`src/rtl/ttclk_pkg.sv`:
```
package ttclk_pkg;

  typedef enum logic [1:0] {
    MODE_OFF = 2'd0,
    MODE_TT  = 2'd1,
    MODE_CLK = 2'd2
  } mode_e;

  localparam int unsigned NS_PER_SEC    = 1_000_000_000;
  localparam int unsigned FAST_HALF_MAX = 70_000_000;
  localparam int unsigned HALF_MIN      = 8;
  localparam int unsigned SLOW_HALF_A   = 125_000_000;
  localparam int unsigned SLOW_HALF_B   = 250_000_000;
  localparam int unsigned SLOW_HALF_C   = 500_000_000;

endpackage

```
`src/rtl/ttclk_mode_sel.sv`:
```
module ttclk_mode_sel
  import ttclk_pkg::*;
#(
  parameter int          HALF_W   = 32,
  parameter int unsigned FAST_MAX = FAST_HALF_MAX,
  parameter int unsigned MIN_HALF = HALF_MIN
) (
  input  logic [HALF_W-1:0] half_i,
  output mode_e             mode_o
);

  localparam int NSLOW = 3;
  localparam logic [HALF_W-1:0] FAST_LIM = HALF_W'(FAST_MAX);
  localparam logic [HALF_W-1:0] MIN_LIM  = HALF_W'(MIN_HALF);
  localparam logic [NSLOW*HALF_W-1:0] SLOW_SET =
    {HALF_W'(SLOW_HALF_C), HALF_W'(SLOW_HALF_B), HALF_W'(SLOW_HALF_A)};

  logic [NSLOW-1:0] slow_hit;
  logic             wave_ok;
  logic             too_short;

  // one comparator per exact slow half-period
  for (genvar s = 0; s < NSLOW; s++) begin : g_slow
    assign slow_hit[s] = (half_i == SLOW_SET[s*HALF_W +: HALF_W]);
  end

  always_comb begin
    wave_ok   = (half_i <= FAST_LIM) || (|slow_hit);
    too_short = (half_i < MIN_LIM);
    if (!wave_ok)       mode_o = MODE_TT;
    else if (too_short) mode_o = MODE_OFF;
    else                mode_o = MODE_CLK;
  end

endmodule

```
`src/rtl/ttclk_channel.sv`:
```
module ttclk_channel
  import ttclk_pkg::*;
#(
  parameter int SEC_W  = 32,
  parameter int NS_W   = 30,
  parameter int HALF_W = 32,
  parameter int SEL_W  = 2
) (
  input  logic              clk,
  input  logic              rst_n,
  input  logic              en_i,
  input  logic [SEC_W-1:0]  start_sec_i,
  input  logic [NS_W-1:0]   start_ns_i,
  input  logic [HALF_W-1:0] half_i,
  input  logic [SEL_W-1:0]  sel_i,
  input  logic [SEC_W-1:0]  now_sec_i,
  input  logic [NS_W-1:0]   now_ns_i,
  input  logic              irq_clr_i,
  output mode_e             mode_o,
  output logic [SEL_W-1:0]  sel_o,
  output logic              level_o,
  output logic              irq_o
);

  localparam logic [NS_W:0] WRAP_NS = (NS_W+1)'(NS_PER_SEC);

  // registers
  logic              en_q;
  mode_e             mode_q,    mode_d;
  logic [SEL_W-1:0]  sel_q,     sel_d;
  logic [SEC_W-1:0]  due_sec_q, due_sec_d;
  logic [NS_W-1:0]   due_ns_q,  due_ns_d;
  logic [NS_W-1:0]   half_q,    half_d;
  logic              fired_q,   fired_d;
  logic              level_q,   level_d;
  logic              irq_q,     irq_d;

  // combinational helpers
  mode_e             pick_mode;
  logic              arm;
  logic              reached;
  logic              irq_set;
  logic [NS_W:0]     ns_sum;

  ttclk_mode_sel #(.HALF_W(HALF_W)) u_mode_sel (
    .half_i (half_i),
    .mode_o (pick_mode)
  );

  assign arm     = en_i & ~en_q;
  assign reached = (now_sec_i > due_sec_q) ||
                   ((now_sec_i == due_sec_q) && (now_ns_i >= due_ns_q));
  assign ns_sum  = {1'b0, due_ns_q} + {1'b0, half_q};

  // next-state logic
  always_comb begin
    mode_d    = mode_q;
    sel_d     = sel_q;
    due_sec_d = due_sec_q;
    due_ns_d  = due_ns_q;
    half_d    = half_q;
    fired_d   = fired_q;
    level_d   = level_q;
    irq_set   = 1'b0;

    if (!en_i) begin
      mode_d  = MODE_OFF;
      level_d = 1'b0;
    end else if (arm) begin
      // both modes cleared, then exactly one chosen
      mode_d    = pick_mode;
      sel_d     = sel_i;
      due_sec_d = start_sec_i;
      due_ns_d  = start_ns_i;
      half_d    = NS_W'(half_i);
      fired_d   = 1'b0;
      level_d   = 1'b0;
    end else begin
      case (mode_q)
        MODE_TT: begin
          if (!fired_q && reached) begin
            fired_d = 1'b1;
            level_d = 1'b1;
            irq_set = 1'b1;
          end
        end
        MODE_CLK: begin
          if (reached) begin
            level_d = ~level_q;
            if (ns_sum >= WRAP_NS) begin
              due_ns_d  = NS_W'(ns_sum - WRAP_NS);
              due_sec_d = due_sec_q + 1'b1;
            end else begin
              due_ns_d  = ns_sum[NS_W-1:0];
            end
          end
        end
        default: ;
      endcase
    end

    irq_d = irq_set | (irq_q & ~irq_clr_i);
  end

  // register process
  always_ff @(posedge clk or negedge rst_n) begin
    if (!rst_n) begin
      en_q      <= 1'b0;
      mode_q    <= MODE_OFF;
      sel_q     <= '0;
      due_sec_q <= '0;
      due_ns_q  <= '0;
      half_q    <= '0;
      fired_q   <= 1'b0;
      level_q   <= 1'b0;
      irq_q     <= 1'b0;
    end else begin
      en_q      <= en_i;
      mode_q    <= mode_d;
      sel_q     <= sel_d;
      due_sec_q <= due_sec_d;
      due_ns_q  <= due_ns_d;
      half_q    <= half_d;
      fired_q   <= fired_d;
      level_q   <= level_d;
      irq_q     <= irq_d;
    end
  end

  assign mode_o  = mode_q;
  assign sel_o   = sel_q;
  assign level_o = level_q;
  assign irq_o   = irq_q;

  AST_FAST_IS_WAVE: assert property (@(posedge clk) disable iff (!rst_n)
    (arm && half_i >= HALF_W'(HALF_MIN) && half_i <= HALF_W'(FAST_HALF_MAX))
      |=> (mode_q == MODE_CLK));
  AST_SHORT_REFUSED: assert property (@(posedge clk) disable iff (!rst_n)
    (arm && half_i < HALF_W'(HALF_MIN)) |=> (mode_q == MODE_OFF && !level_q));
  AST_FIRE_ONCE: assert property (@(posedge clk) disable iff (!rst_n)
    (mode_q == MODE_TT && fired_q && en_i && !arm) |=> (fired_q && level_q));
  AST_WAVE_NO_IRQ: assert property (@(posedge clk) disable iff (!rst_n)
    (mode_q == MODE_CLK && en_i && !irq_q) |=> !irq_q);
  AST_OFF_LOW: assert property (@(posedge clk) disable iff (!rst_n)
    !en_i |=> (!level_q && mode_q == MODE_OFF));
  AST_CFG_HELD: assert property (@(posedge clk) disable iff (!rst_n)
    (en_i && en_q) |=> $stable(sel_q));

endmodule

```
`src/rtl/ttclk_pin_mux.sv`:
```
module ttclk_pin_mux #(
  parameter int NCH   = 2,
  parameter int NPIN  = 4,
  parameter int SEL_W = 2
) (
  input  logic [NCH-1:0]       active_i,
  input  logic [NCH*SEL_W-1:0] sel_i,
  input  logic [NCH-1:0]       level_i,
  input  logic [NPIN-1:0]      cap_req_i,
  output logic [NPIN-1:0]      pin_o,
  output logic [NPIN-1:0]      oe_o,
  output logic [NPIN-1:0]      cap_en_o
);

  for (genvar p = 0; p < NPIN; p++) begin : g_pin
    // walk channels from highest to lowest so channel 0 has the last word
    always_comb begin
      pin_o[p] = 1'b0;
      oe_o[p]  = 1'b0;
      for (int c = NCH - 1; c >= 0; c--) begin
        if (active_i[c] && (sel_i[c*SEL_W +: SEL_W] == SEL_W'(p))) begin
          pin_o[p] = level_i[c];
          oe_o[p]  = 1'b1;
        end
      end
    end
    assign cap_en_o[p] = cap_req_i[p] & ~oe_o[p];
  end

endmodule

```
`src/rtl/ttclk_gen.sv`:
```
module ttclk_gen
  import ttclk_pkg::*;
#(
  parameter int NCH    = 2,
  parameter int NPIN   = 4,
  parameter int SEC_W  = 32,
  parameter int NS_W   = 30,
  parameter int HALF_W = 32,
  parameter int SEL_W  = $clog2(NPIN)
) (
  input  logic                  clk,
  input  logic                  rst_n,
  input  logic [SEC_W-1:0]      now_sec_i,
  input  logic [NS_W-1:0]       now_ns_i,
  input  logic [NCH-1:0]        ch_en_i,
  input  logic [NCH*SEC_W-1:0]  ch_start_sec_i,
  input  logic [NCH*NS_W-1:0]   ch_start_ns_i,
  input  logic [NCH*HALF_W-1:0] ch_half_i,
  input  logic [NCH*SEL_W-1:0]  ch_pin_sel_i,
  input  logic [NCH-1:0]        irq_clr_i,
  input  logic [NPIN-1:0]       cap_req_i,
  output logic [NPIN-1:0]       pin_o,
  output logic [NPIN-1:0]       pin_oe_o,
  output logic [NPIN-1:0]       cap_en_o,
  output logic [NCH-1:0]        irq_o
);

  logic [NCH-1:0]       active;
  logic [NCH-1:0]       level;
  logic [NCH*SEL_W-1:0] sel_held;

  for (genvar c = 0; c < NCH; c++) begin : g_ch
    mode_e ch_mode;

    ttclk_channel #(
      .SEC_W  (SEC_W),
      .NS_W   (NS_W),
      .HALF_W (HALF_W),
      .SEL_W  (SEL_W)
    ) u_ch (
      .clk         (clk),
      .rst_n       (rst_n),
      .en_i        (ch_en_i[c]),
      .start_sec_i (ch_start_sec_i[c*SEC_W +: SEC_W]),
      .start_ns_i  (ch_start_ns_i[c*NS_W +: NS_W]),
      .half_i      (ch_half_i[c*HALF_W +: HALF_W]),
      .sel_i       (ch_pin_sel_i[c*SEL_W +: SEL_W]),
      .now_sec_i   (now_sec_i),
      .now_ns_i    (now_ns_i),
      .irq_clr_i   (irq_clr_i[c]),
      .mode_o      (ch_mode),
      .sel_o       (sel_held[c*SEL_W +: SEL_W]),
      .level_o     (level[c]),
      .irq_o       (irq_o[c])
    );

    assign active[c] = (ch_mode != MODE_OFF);
  end

  ttclk_pin_mux #(
    .NCH   (NCH),
    .NPIN  (NPIN),
    .SEL_W (SEL_W)
  ) u_mux (
    .active_i  (active),
    .sel_i     (sel_held),
    .level_i   (level),
    .cap_req_i (cap_req_i),
    .pin_o     (pin_o),
    .oe_o      (pin_oe_o),
    .cap_en_o  (cap_en_o)
  );

  AST_CAP_MASKED: assert property (@(posedge clk) disable iff (!rst_n)
    (cap_en_o & pin_oe_o) == '0);
  AST_IDLE_NO_OE: assert property (@(posedge clk) disable iff (!rst_n)
    (ch_en_i == '0) |=> (pin_oe_o == '0 && pin_o == '0));
  AST_UNOWNED_LOW: assert property (@(posedge clk) disable iff (!rst_n)
    (pin_o & ~pin_oe_o) == '0);

endmodule

```
`config.mk`:
```
export PLATFORM = sky130hd
export DESIGN_NAME = ttclk_gen
export DESIGN_NICKNAME = d
export VERILOG_FILES = /design/src/rtl/ttclk_pkg.sv /design/src/rtl/ttclk_mode_sel.sv /design/src/rtl/ttclk_channel.sv /design/src/rtl/ttclk_pin_mux.sv /design/src/rtl/ttclk_gen.sv
export SDC_FILE = /design/constraint.sdc
export NUM_CORES = 1
export LEC_CHECK = 0
export CELL_PAD_IN_SITES_DETAIL_PLACEMENT = 0
export CELL_PAD_IN_SITES_GLOBAL_PLACEMENT = 2
export CORE_ASPECT_RATIO = 2
export CORE_MARGIN = 5
export CORE_UTILIZATION = 42
export DETAILED_ROUTE_END_ITERATION = 10
export DONT_BUFFER_PORTS = 1
export PLACE_DENSITY_LB_ADDON = 0.05
export SLEW_MARGIN = 20
export SYNTH_ARGS = -nofsm -noshare
export SYNTH_HDL_FRONTEND = slang
export SYNTH_HIERARCHICAL = 1
export SYNTH_SLANG_ARGS = --single-unit
```
`constraint.sdc`:
```
create_clock -name clk -period 12.2 [get_ports clk]
set_input_delay 0.61 -clock clk [delete_from_list [all_inputs] [get_ports clk]]
set_output_delay 0.61 -clock clk [all_outputs]
set_load 0.02 [all_outputs]
```
== Word level (Yosys, flattened, before mapping) ==
Cells that the tools add are included.

* Output and inout port bits: 14
* Word-level logic and storage cells: 186
* Register bits after elaboration: 200
* Input bits: 264

* Equality and inequality tests: 26
* Bitwise gates (word level): 20
* Add/subtract/negate cells: 6
* Reductions and logical operators: 44
* Muxes and demuxes: 62
* Magnitude comparators: 10

{| class="wikitable"
|+ Operator list
! cell !! count
|-
| 2-to-1 mux 32 bit || 8
|-
| 2-to-1 mux 30 bit || 8
|-
| adder 32 x 1 -> 32 bit (second input constant) || 2
|-
| == test 32 x 27 -> 1 bit (second input constant) || 2
|-
| == test 32 x 28 -> 1 bit (second input constant) || 2
|-
| == test 32 x 29 -> 1 bit (second input constant) || 2
|-
| == test 32 bit || 2
|-
| greater-than comparator 32 bit || 2
|-
| less-or-equal comparator 32 x 27 -> 1 bit (second input constant) || 2
|-
| less-than comparator 32 x 4 -> 1 bit (second input constant) || 2
|-
| adder 30 x 30 -> 31 bit || 2
|-
| >= comparator 31 x 30 -> 1 bit (second input constant) || 2
|-
| >= comparator 30 bit || 2
|-
| subtractor 30 bit (second input constant) || 2
|-
| 2-to-1 mux 1 bit || 36
|-
| nonzero test 2 bit || 12
|-
| AND reduction 3 bit || 6
|-
| 2-to-1 mux 2 bit || 8
|-
| != test 4 x 2 -> 1 bit (second input constant) || 4
|-
| == test 2 bit (second input constant) || 6
|-
| logical AND 1 bit || 12
|-
| inverter 1 bit || 10
|-
| bitwise AND 1 bit || 8
|-
| == test 2 x 1 -> 1 bit (second input constant) || 4
|-
| other kinds (10) || 22
|}

== Logic depth before layout (Yosys ltp) ==
Gate-level depths: netlist of run 1.

* Word-level depth: 9
* Mapped depth: 18
* Mapped depth without buffers: 15

== Modules after synthesis ==
The synthesis of run 1 kept the hierarchy.

{| class="wikitable"
|+ By module, submodules not included
! module !! area an instance (um^2) !! cells each !! times used
|-
| ttclk_channel (g_ch[1].u_ch) || 8,919.8 || 1,120 || 1
|-
| ttclk_channel (g_ch[0].u_ch) || 8,568.2 || 1,065 || 1
|-
| ttclk_mode_sel (g_ch[1].u_ch.u_mode_sel) || 380.4 || 53 || 1
|-
| ttclk_mode_sel (g_ch[0].u_ch.u_mode_sel) || 352.8 || 51 || 1
|-
| ttclk_pin_mux || 222.7 || 28 || 1
|-
| ttclk_gen || 12.5 || 2 || 1
|}

== Worst setup path after synthesis of run 1 ==
No wires, ideal clock.

* Path kind: reg-to-reg
* Start: register g_ch[1].u_ch.due_ns_q[0]
* End: register g_ch[1].u_ch.due_sec_q[29]
* Clock period less this slack: 4.466 ns
* Cell stages (with the launch flop): 15
* Required time: 12.118 ns
* Path buffers: 0
* Setup time: 0.082 ns
* Path slack: 7.734 ns
* Arrival: 4.384 ns
* Path through: dfrtp_1 > ha_1 > fa_1 > a211o_1 > a221o_1 > o21ai_1 > a211o_1 > a211o_1 > xnor2_2 > or4b_4 > a311o_1 > o211ai_4 > nand3_4 > or4_1 > a31oi_1

* Longest elaborated chain between the ends: 5
* Elaborated cells on any way between the ends: 8
* Classes of those cells: add/sub: 1; order compare: 2; reduce/logical: 5

{| class="wikitable"
|+ RTL lines
! what !! line !! text
|-
| from (decl) || ttclk_channel.sv:32 || <nowiki>logic [NS_W-1:0] due_ns_q, due_ns_d;</nowiki>
|-
| from (signal assigned) || ttclk_channel.sv:122 || <nowiki>due_ns_q <= due_ns_d;</nowiki>
|-
| parallel branches: the longest is 4 deep, another holds adder 30 x 30 -> 31 bit || -- ||
|-
| AND reduction 4 bit (no source line) (*) || -- ||
|-
| to (signal assigned) || ttclk_channel.sv:121 || <nowiki>due_sec_q <= due_sec_d;</nowiki>
|-
| to (decl) || ttclk_channel.sv:31 || <nowiki>logic [SEC_W-1:0] due_sec_q, due_sec_d;</nowiki>
|}

Mark *: on every way between the ends.
A chain may end at the register's enable or synchronous reset.

== Worst setup path in the final report of run 1 ==
* Start: register g_ch[1].u_ch.due_ns_q[0]
* End: register g_ch[1].u_ch.due_sec_q[2]

Same word-level chain as after synthesis.

==> flow_summary.toml, run 1 <==
[status]
status = "finished, violations left"
violations = "negative hold slack"

[die]
die_w_um = 158
row_count = 108
die_height_um = 306
fp.dieArea_sq_mm = 0.0485
initial_core_util = 0.424
io_pins = 278
core-area_sq_mm = 0.0435

[synthesis]
yosysTopAreaCell = "dfrtp_1"
netlist_area_sq_mm = 0.0185
yosysWarnings = 6
synth-seq-area-share = 0.271
synth_fp_nets = 2777
yosysMostFrequentCell = "nand2_1"
synthTopCellsByCount = "nand2_1, dfrtp_1, ha_1"
synthTopCellsByArea = "dfrtp_1, ha_1, nand2_1"
synthFlopType = "dfrtp_1"
yosys_register_bits = 200
synth_edf_count = 0
async_flop_share = 1.00
syn-instance-count = 2319
yosysUniqueCellTypes = 112
synth_top_area_share = 0.271
avgSynthCellArea_sq_um = 7.96

[global_routing]
overflow = 0
grt_pass1_wl_um = 110000
grt_pass1_vias = 17900
groute.usage.overall = 0.301
grt_max_degree = 201
antenna_found_initial = 4

[route]
drt-initial-drc-count = 1114
routed_via_density = 6.22
drt_wl_total_um = 74800
wl_per_cell_um = 26.5
dr.pass1.iters = 6
drc = 0
via_count = 17600
ant_nets = 0

[timing]
fin_crit_ns = 5.63
whs_ns = -0.00859
fmaxAchievable_ghz = 0.178
period_share = 0.461
fin_tns_setup_ns = 0
rsz0062_at_grt = "false"
worstMarginPinSlew_ns = 1.13
maxSlewHeadroom = 0.242
skew_ns = 0.0186
hold_violations = 3
setup_viol = 0
drv_slew = 0
final.setup.worst_slack_ns = 6.57

[critical_path]
worst_path_most_repeated_cell = "a211o_1"
start_kind = "flip-flop"
crit_chain = "ha_1, fa_1, a211o_1, a221o_1, o21ai_1, a211o_1, a211o_1, xnor2_2, or4b_4, a311o_1, o211a_4, nor3_2, a22oi_1, o221a_2"
crit_type = "flip-flop to flip-flop"
cp-end-kind = "flip-flop"
cp_slowest_cell = "nor3_2"
worstPathBufferInverterCount = 0
critPathMaxStageDelay_ns = 0.81
path_max_fanout = 31
path_delay_family = "compound AO/OA/AOI/OAI gates"
worst_ep_arrival_time_ns = 5.99
worstPathRequired_ns = 12.56

[clock_tree]
cts_root_buf = "clkbuf_16"
worstSkewPairLatency_ns = 0.47
cts-resized-gates = 0
cts-buffers-inserted = 17
cts_num_sinks = 200
path_clk_slew_ns = 0.08
h-tree-depth = 4
cts_tree = "built"
cts_buffer_depth = 2

[finish]
syn_to_final_growth_pct = 5.86
drive_above_1_share = 0.0537
nets = 2717

[placed_design]
gp_congestion = 0.954
portBuffers = 0
hpwl_um = 61100
dp_slack_ns = 6.57

[job]
drv_cap = 0

[pwr]
pwr_density_cell_mw_per_mm2 = 145
power.total_uw = 2830
leakagePower_uw = 0.00870
max-vdd-ir-drop_v = 0.0000814

[min_path]
min_path_type = "input port to async pin"
## sequential cells by signal (all words and copies together), names as in the netlist
register,cells
g_ch.u_ch/due_sec_q,64
g_ch.u_ch/fired_q,2
g_ch.u_ch/half_q,60
g_ch.u_ch/en_q,2
g_ch.u_ch/sel_o,4
g_ch.u_ch/due_ns_q,60
g_ch.u_ch/irq_o,2
g_ch.u_ch/mode_o,4
g_ch.u_ch/level_o,2
## layout by cell type, fill, tap and decap left out, types with 12 or more instances in the layout
master	Yosys	layout
buf_4	4	12
a31oi_1	15	15
a21oi_1	149	149
ha_1	192	192
o22ai_1	35	35
nand2b_1	17	16
o211ai_1	15	15
nor4_1	42	42
a211oi_1	22	22
nor2_1	141	139
clkbuf_16	0	17
inv_1	166	166
nor3_1	68	68
or3_1	21	21
xor2_1	29	29
nand3_1	62	62
xnor2_1	70	70
nand4_1	59	59
dfrtp_1	200	200
o21ai_0	88	87
mux2i_1	21	21
nand2_1	360	359
and2_1	24	24
or2_2	13	13
a21o_1	63	63
a22oi_1	32	32
o21ai_1	27	26
nor2b_1	21	21
and3_1	27	27
## final cells by class
type	count	area, sq um
clock inverter	10	108
fill	4434	24000
multi-input combinational	1857	12400
tap	550	688
inverter	168	631
antenna	5	12.5
clock buffer	21	480
sequential	200	5000
timing repair buffer	15	165
## metrics by stage
step | utilization | instances | instance area (sq um)
2_1_floorplan | - | 2319 | 18500
3_3_place_gp | 0.433 | 2787 | 18900
3_5_place_dp | 0.434 | 2787 | 18900
4_1_cts | 0.448 | 2819 | 19500
5_1_grt | 0.449 | 2824 | 19500
6_report | 0.449 | 2826 | 19500
## final timing paths
kind / startpoint / to / slack (ns) / cells after the start
worst max-delay path: g_ch[1].u_ch/due_ns_q[0]$_DFFE_PN0P_ / g_ch[1].u_ch/due_sec_q[2]$_DFFE_PN0P_ / 6.57 / 14
worst min-delay path: rst_n / g_ch[1].u_ch/due_ns_q[25]$_DFFE_PN0P_ / -0.009 / 1
worst max register to register: g_ch[1].u_ch/due_ns_q[0]$_DFFE_PN0P_ / g_ch[1].u_ch/due_sec_q[2]$_DFFE_PN0P_ / 6.57 / 14
worst min register to register: g_ch[0].u_ch/half_q[7]$_DFFE_PN0P_ / g_ch[0].u_ch/half_q[7]$_DFFE_PN0P_ / 0.49 / 2
max in group asynchronous: rst_n / g_ch[0].u_ch/half_q[18]$_DFFE_PN0P_ / 11.07 / 2
min in group clk: ch_en_i[0] / g_ch[0].u_ch/en_q$_DFF_PN0_ / 0.17 / 0
## metal layers
| metal | up-vias | part of all wire | track usage | wire length, um |
|---|---|---|---|---|
| li1 | 8357 | - | - | - |
| met1 | 8496 | 0.34 | 0.297 | 25200 |
| met2 | 579 | 0.54 | 0.565 | 40200 |
| met3 | 151 | 0.056 | 0.0579 | 4160 |
| met4 | 0 | 0.069 | 0.182 | 5200 |
| met5 | - | 0 | 0 | 0 |
## logic make-up after synthesis
kind of cell,synth area share
compound gates,0.222
xor+xnor,0.0479
fa+ha+maj,0.132
buf+inv,0.0561
flops,0.271
mux,0.0153
simple gates,0.255
## power breakdown
part | switching, uW | internal (uW)
logic | 870 | 514
clock network | 287 | 307
registers | 105 | 745
## repair_timing
action | CTS | global route
hold endpoints to repair | 200 | 0
buffers inserted | 0 | 0
hold buffers | 1 | 0
(Power assumes the default switching activity.)
==> run 2, diff against run 1 <==
--- a/config.mk
+++ b/config.mk
@@ -9,7 +9,7 @@
 export CELL_PAD_IN_SITES_GLOBAL_PLACEMENT = 2
 export CORE_ASPECT_RATIO = 2
 export CORE_MARGIN = 5
-export CORE_UTILIZATION = 42
+export CORE_UTILIZATION = 35
 export DETAILED_ROUTE_END_ITERATION = 10
 export DONT_BUFFER_PORTS = 1
 export PLACE_DENSITY_LB_ADDON = 0.05
==> constraint.sdc (replaced) <==
create_clock -name clk -period 4.5 [get_ports clk]
set_input_delay 0.225 -clock clk [delete_from_list [all_inputs] [get_ports clk]]
set_output_delay 0.225 -clock clk [all_outputs]
set_load 0.02 [all_outputs]
==> run 2 against run 1 <==
Compared with the run above: the flow still finishes with violations (negative hold slack); count of clock-buffer cells in the layout decreased by 3; fmax increased by 27%; combinational power increased to 3.5 times the previous value; sequential share of layout area decreased by 4.1 points; design area increased by 19%; non-clock buffer count increased by 359; flip-flop and latch count unchanged; first-iteration DRC count decreased by 4.9%; via count increased by 8.6%; cell count increased by 17%; worst setup slack got worse by 6.5 ns; critical endpoint is now g_ch[1].u_ch/due_sec_q[29]$_DFFE_PN0P_.
==> flow_summary.toml, run 2 (same netlist as run 1, synthesis figures left out) <==
[status]
status = "finished, violations left"
violations = "negative hold slack"

[route]
drt_wl_total_um = 84200
drt-initial-drc-count = 1059
wl_per_cell_um = 25.5
routed_via_density = 5.79
dr.pass1.iters = 5
ant_nets = 0
via_count = 19100
drc = 0

[global_routing]
grt_pass1_wl_um = 122000
antenna_found_initial = 4
groute.usage.overall = 0.283
grt_pass1_vias = 19800
grt_max_degree = 201
overflow = 0

[pwr]
leakagePower_uw = 0.0105
pwr_density_cell_mw_per_mm2 = 380
max-vdd-ir-drop_v = 0.000231
sw_frac_of_total = 0.436
p_comb_frac = 0.544
pwr-share-clk = 0.195
switching_power_uw = 3860
p_seq_frac = 0.261
power.total_uw = 8840
power.internal_uw = 4980

[die]
io_pins = 278
die_height_um = 335
initial_core_util = 0.352
fp.dieArea_sq_mm = 0.0577
row_count = 119
core-area_sq_mm = 0.0524
die_w_um = 172

[timing]
maxSlewHeadroom = 0.280
fmaxAchievable_ghz = 0.226
drv_slew = 0
worstMarginPinSlew_ns = 1.08
skew_ns = 0.0187
hold_violations = 200
rsz0062_at_grt = "true"
setup_viol = 0
period_share = 0.983
whs_ns = -0.563
fin_crit_ns = 4.42

[critical_path]
crit_chain = "ha_2, fa_2, a211o_1, a221o_2, o21ai_2, a211o_1, a211o_1, xnor2_2, or4b_4, a311o_1, buf_4, o211ai_4, nand3_4, or4_1, a31oi_1"
start_kind = "flip-flop"
cp_slowest_cell = "or4_1"
worstPathBufferInverterCount = 1
worst_ep_arrival_time_ns = 4.82
path_max_fanout = 4
crit_type = "flip-flop to flip-flop"
path_delay_family = "compound AO/OA/AOI/OAI gates"
cp-end-kind = "flip-flop"
critPathMaxStageDelay_ns = 0.51
worstPathRequired_ns = 4.90
worst_path_most_repeated_cell = "a211o_1"

[finish]
drive_above_1_share = 0.125
fill_cells = 5433
post-route-util = 0.444
largest_reg_flops = 64
nets = 3076
reg_top3 = "g_ch.u_ch/due_sec_q x64, g_ch.u_ch/due_ns_q x60, g_ch.u_ch/half_q x60"
mostFrequentLayoutCell = "nand2_1"
top_register = "g_ch.u_ch/due_sec_q"
final_cell_mix = "nand2_1, dfrtp_1, ha_1, dlygate4sd3_1, buf_4"
syn_to_final_growth_pct = 26.1
fin_cells = 3300

[placed_design]
hpwl_um = 68300
place_inst = 3067
portBuffers = 0
gp_congestion = 0.917

[clock_tree]
cts_hold_buf = 187
worstSkewPairLatency_ns = 0.47
cts_num_sinks = 200
cts_root_buf = "clkbuf_16"
cts_buffer_depth = 2
cts-buffers-inserted = 17
path_clk_slew_ns = 0.09
h-tree-depth = 4
cts_tree = "built"

[job]
drv_cap = 0

[min_path]
min_path_type = "input port to async pin"
## run 2: cell count changes in the layout (fill, tap and decap cells not counted), sizes merged
cell and delta:
buf +172, bufinv +1, clkbuf -3, clkinv +2, clkinvlp -2, diode -1
dlygate4sd3 +187, inv +3
## run 2: power groups by stage
| stage | Sequential, uW | Combinational [uW] | Clock [uW] |
|---|---|---|---|
| 6_report | 2300 | 4810 | 1730 |
| 5_1_grt | 2330 | 5240 | 1830 |
| 4_1_cts | 2300 | 4620 | 1780 |
| 3_5_place_dp | 2340 | 4420 | 0 |
| 3_3_place_gp | 2340 | 4390 | 0 |
| 2_1_floorplan | 2190 | 2850 | 0 |
## run 2: timing repair
item                       4_1_cts  5_1_grt
setup endpoints to repair       51       88
pin swaps                       10       32
setup buffers                    2        8
gates resized for setup          7       51
hold endpoints to repair       394      200
gates cloned                     0        0
## run 2: layer usage
metal / routed length (um) / track usage / vias up
li1: - / - / 9091
met1: 28700 / 0.279 / 9220
met2: 44800 / 0.531 / 603
met3: 4140 / 0.0472 / 182
met4: 6510 / 0.182 / 0
met5: 0 / 0 / -
## run 2: final cells by class
| class | instances | area, sq um | share of cell area |
|---|---|---|---|
| diodes | 4 | 10.0 | 0.000430 |
| clock buffers | 18 | 439 | 0.0189 |
| clock inverters | 14 | 185 | 0.00796 |
| inverters | 168 | 631 | 0.0271 |
| multi-input cells | 1857 | 12800 | 0.549 |
| flip-flops and latches | 200 | 5000 | 0.215 |
| well taps | 665 | 832 | 0.0357 |
| repair buffers | 374 | 3400 | 0.146 |
## run 2: final timing paths
path                                                       from                                      to  slack [ns]  cells past startpoint
max                        g_ch[1].u_ch/due_ns_q[0]$_DFFE_PN0P_  g_ch[1].u_ch/due_sec_q[29]$_DFFE_PN0P_        0.08                     15
max in group asynchronous                                 rst_n   g_ch[0].u_ch/due_ns_q[28]$_DFFE_PN0P_        4.51                      0
min                                                       rst_n   g_ch[1].u_ch/due_ns_q[28]$_DFFE_PN0P_       -0.56                      0
min reg2reg                  g_ch[1].u_ch/half_q[8]$_DFFE_PN0P_      g_ch[1].u_ch/half_q[8]$_DFFE_PN0P_        0.49                      2
min in group clk                              ch_start_ns_i[39]    g_ch[1].u_ch/due_ns_q[9]$_DFFE_PN0P_        0.03                      2
max reg2reg                g_ch[1].u_ch/due_ns_q[0]$_DFFE_PN0P_  g_ch[1].u_ch/due_sec_q[29]$_DFFE_PN0P_        0.08                     15
## run 2: worst reg2reg max path, stage by stage (launching register included)
cell,delay (ns)
dfrtp_1,0.40
ha_2,0.20
fa_2,0.36
a211o_1,0.28
a221o_2,0.41
o21ai_2,0.18
a211o_1,0.27
a211o_1,0.20
xnor2_2,0.12
or4b_4,0.49
a311o_1,0.32
buf_4,0.15
o211ai_4,0.22
nand3_4,0.09
or4_1,0.51
a31oi_1,0.17
## run 2: through the flow
stage	hold WS, ns	worst slack [ns]	setup TNS [ns]	area (sq um)
4_1_cts	-0.586	0.00159	0	22900
5_1_grt	-0.586	-0.0899	-0.429	23300
3_5_place_dp	-0.0595	-0.285	-8.28	20400
3_3_place_gp	-0.0608	-0.244	-5.57	20400
2_1_floorplan	-0.0706	0.0339	0	18500
6_report	-0.563	0.0784	0	23300
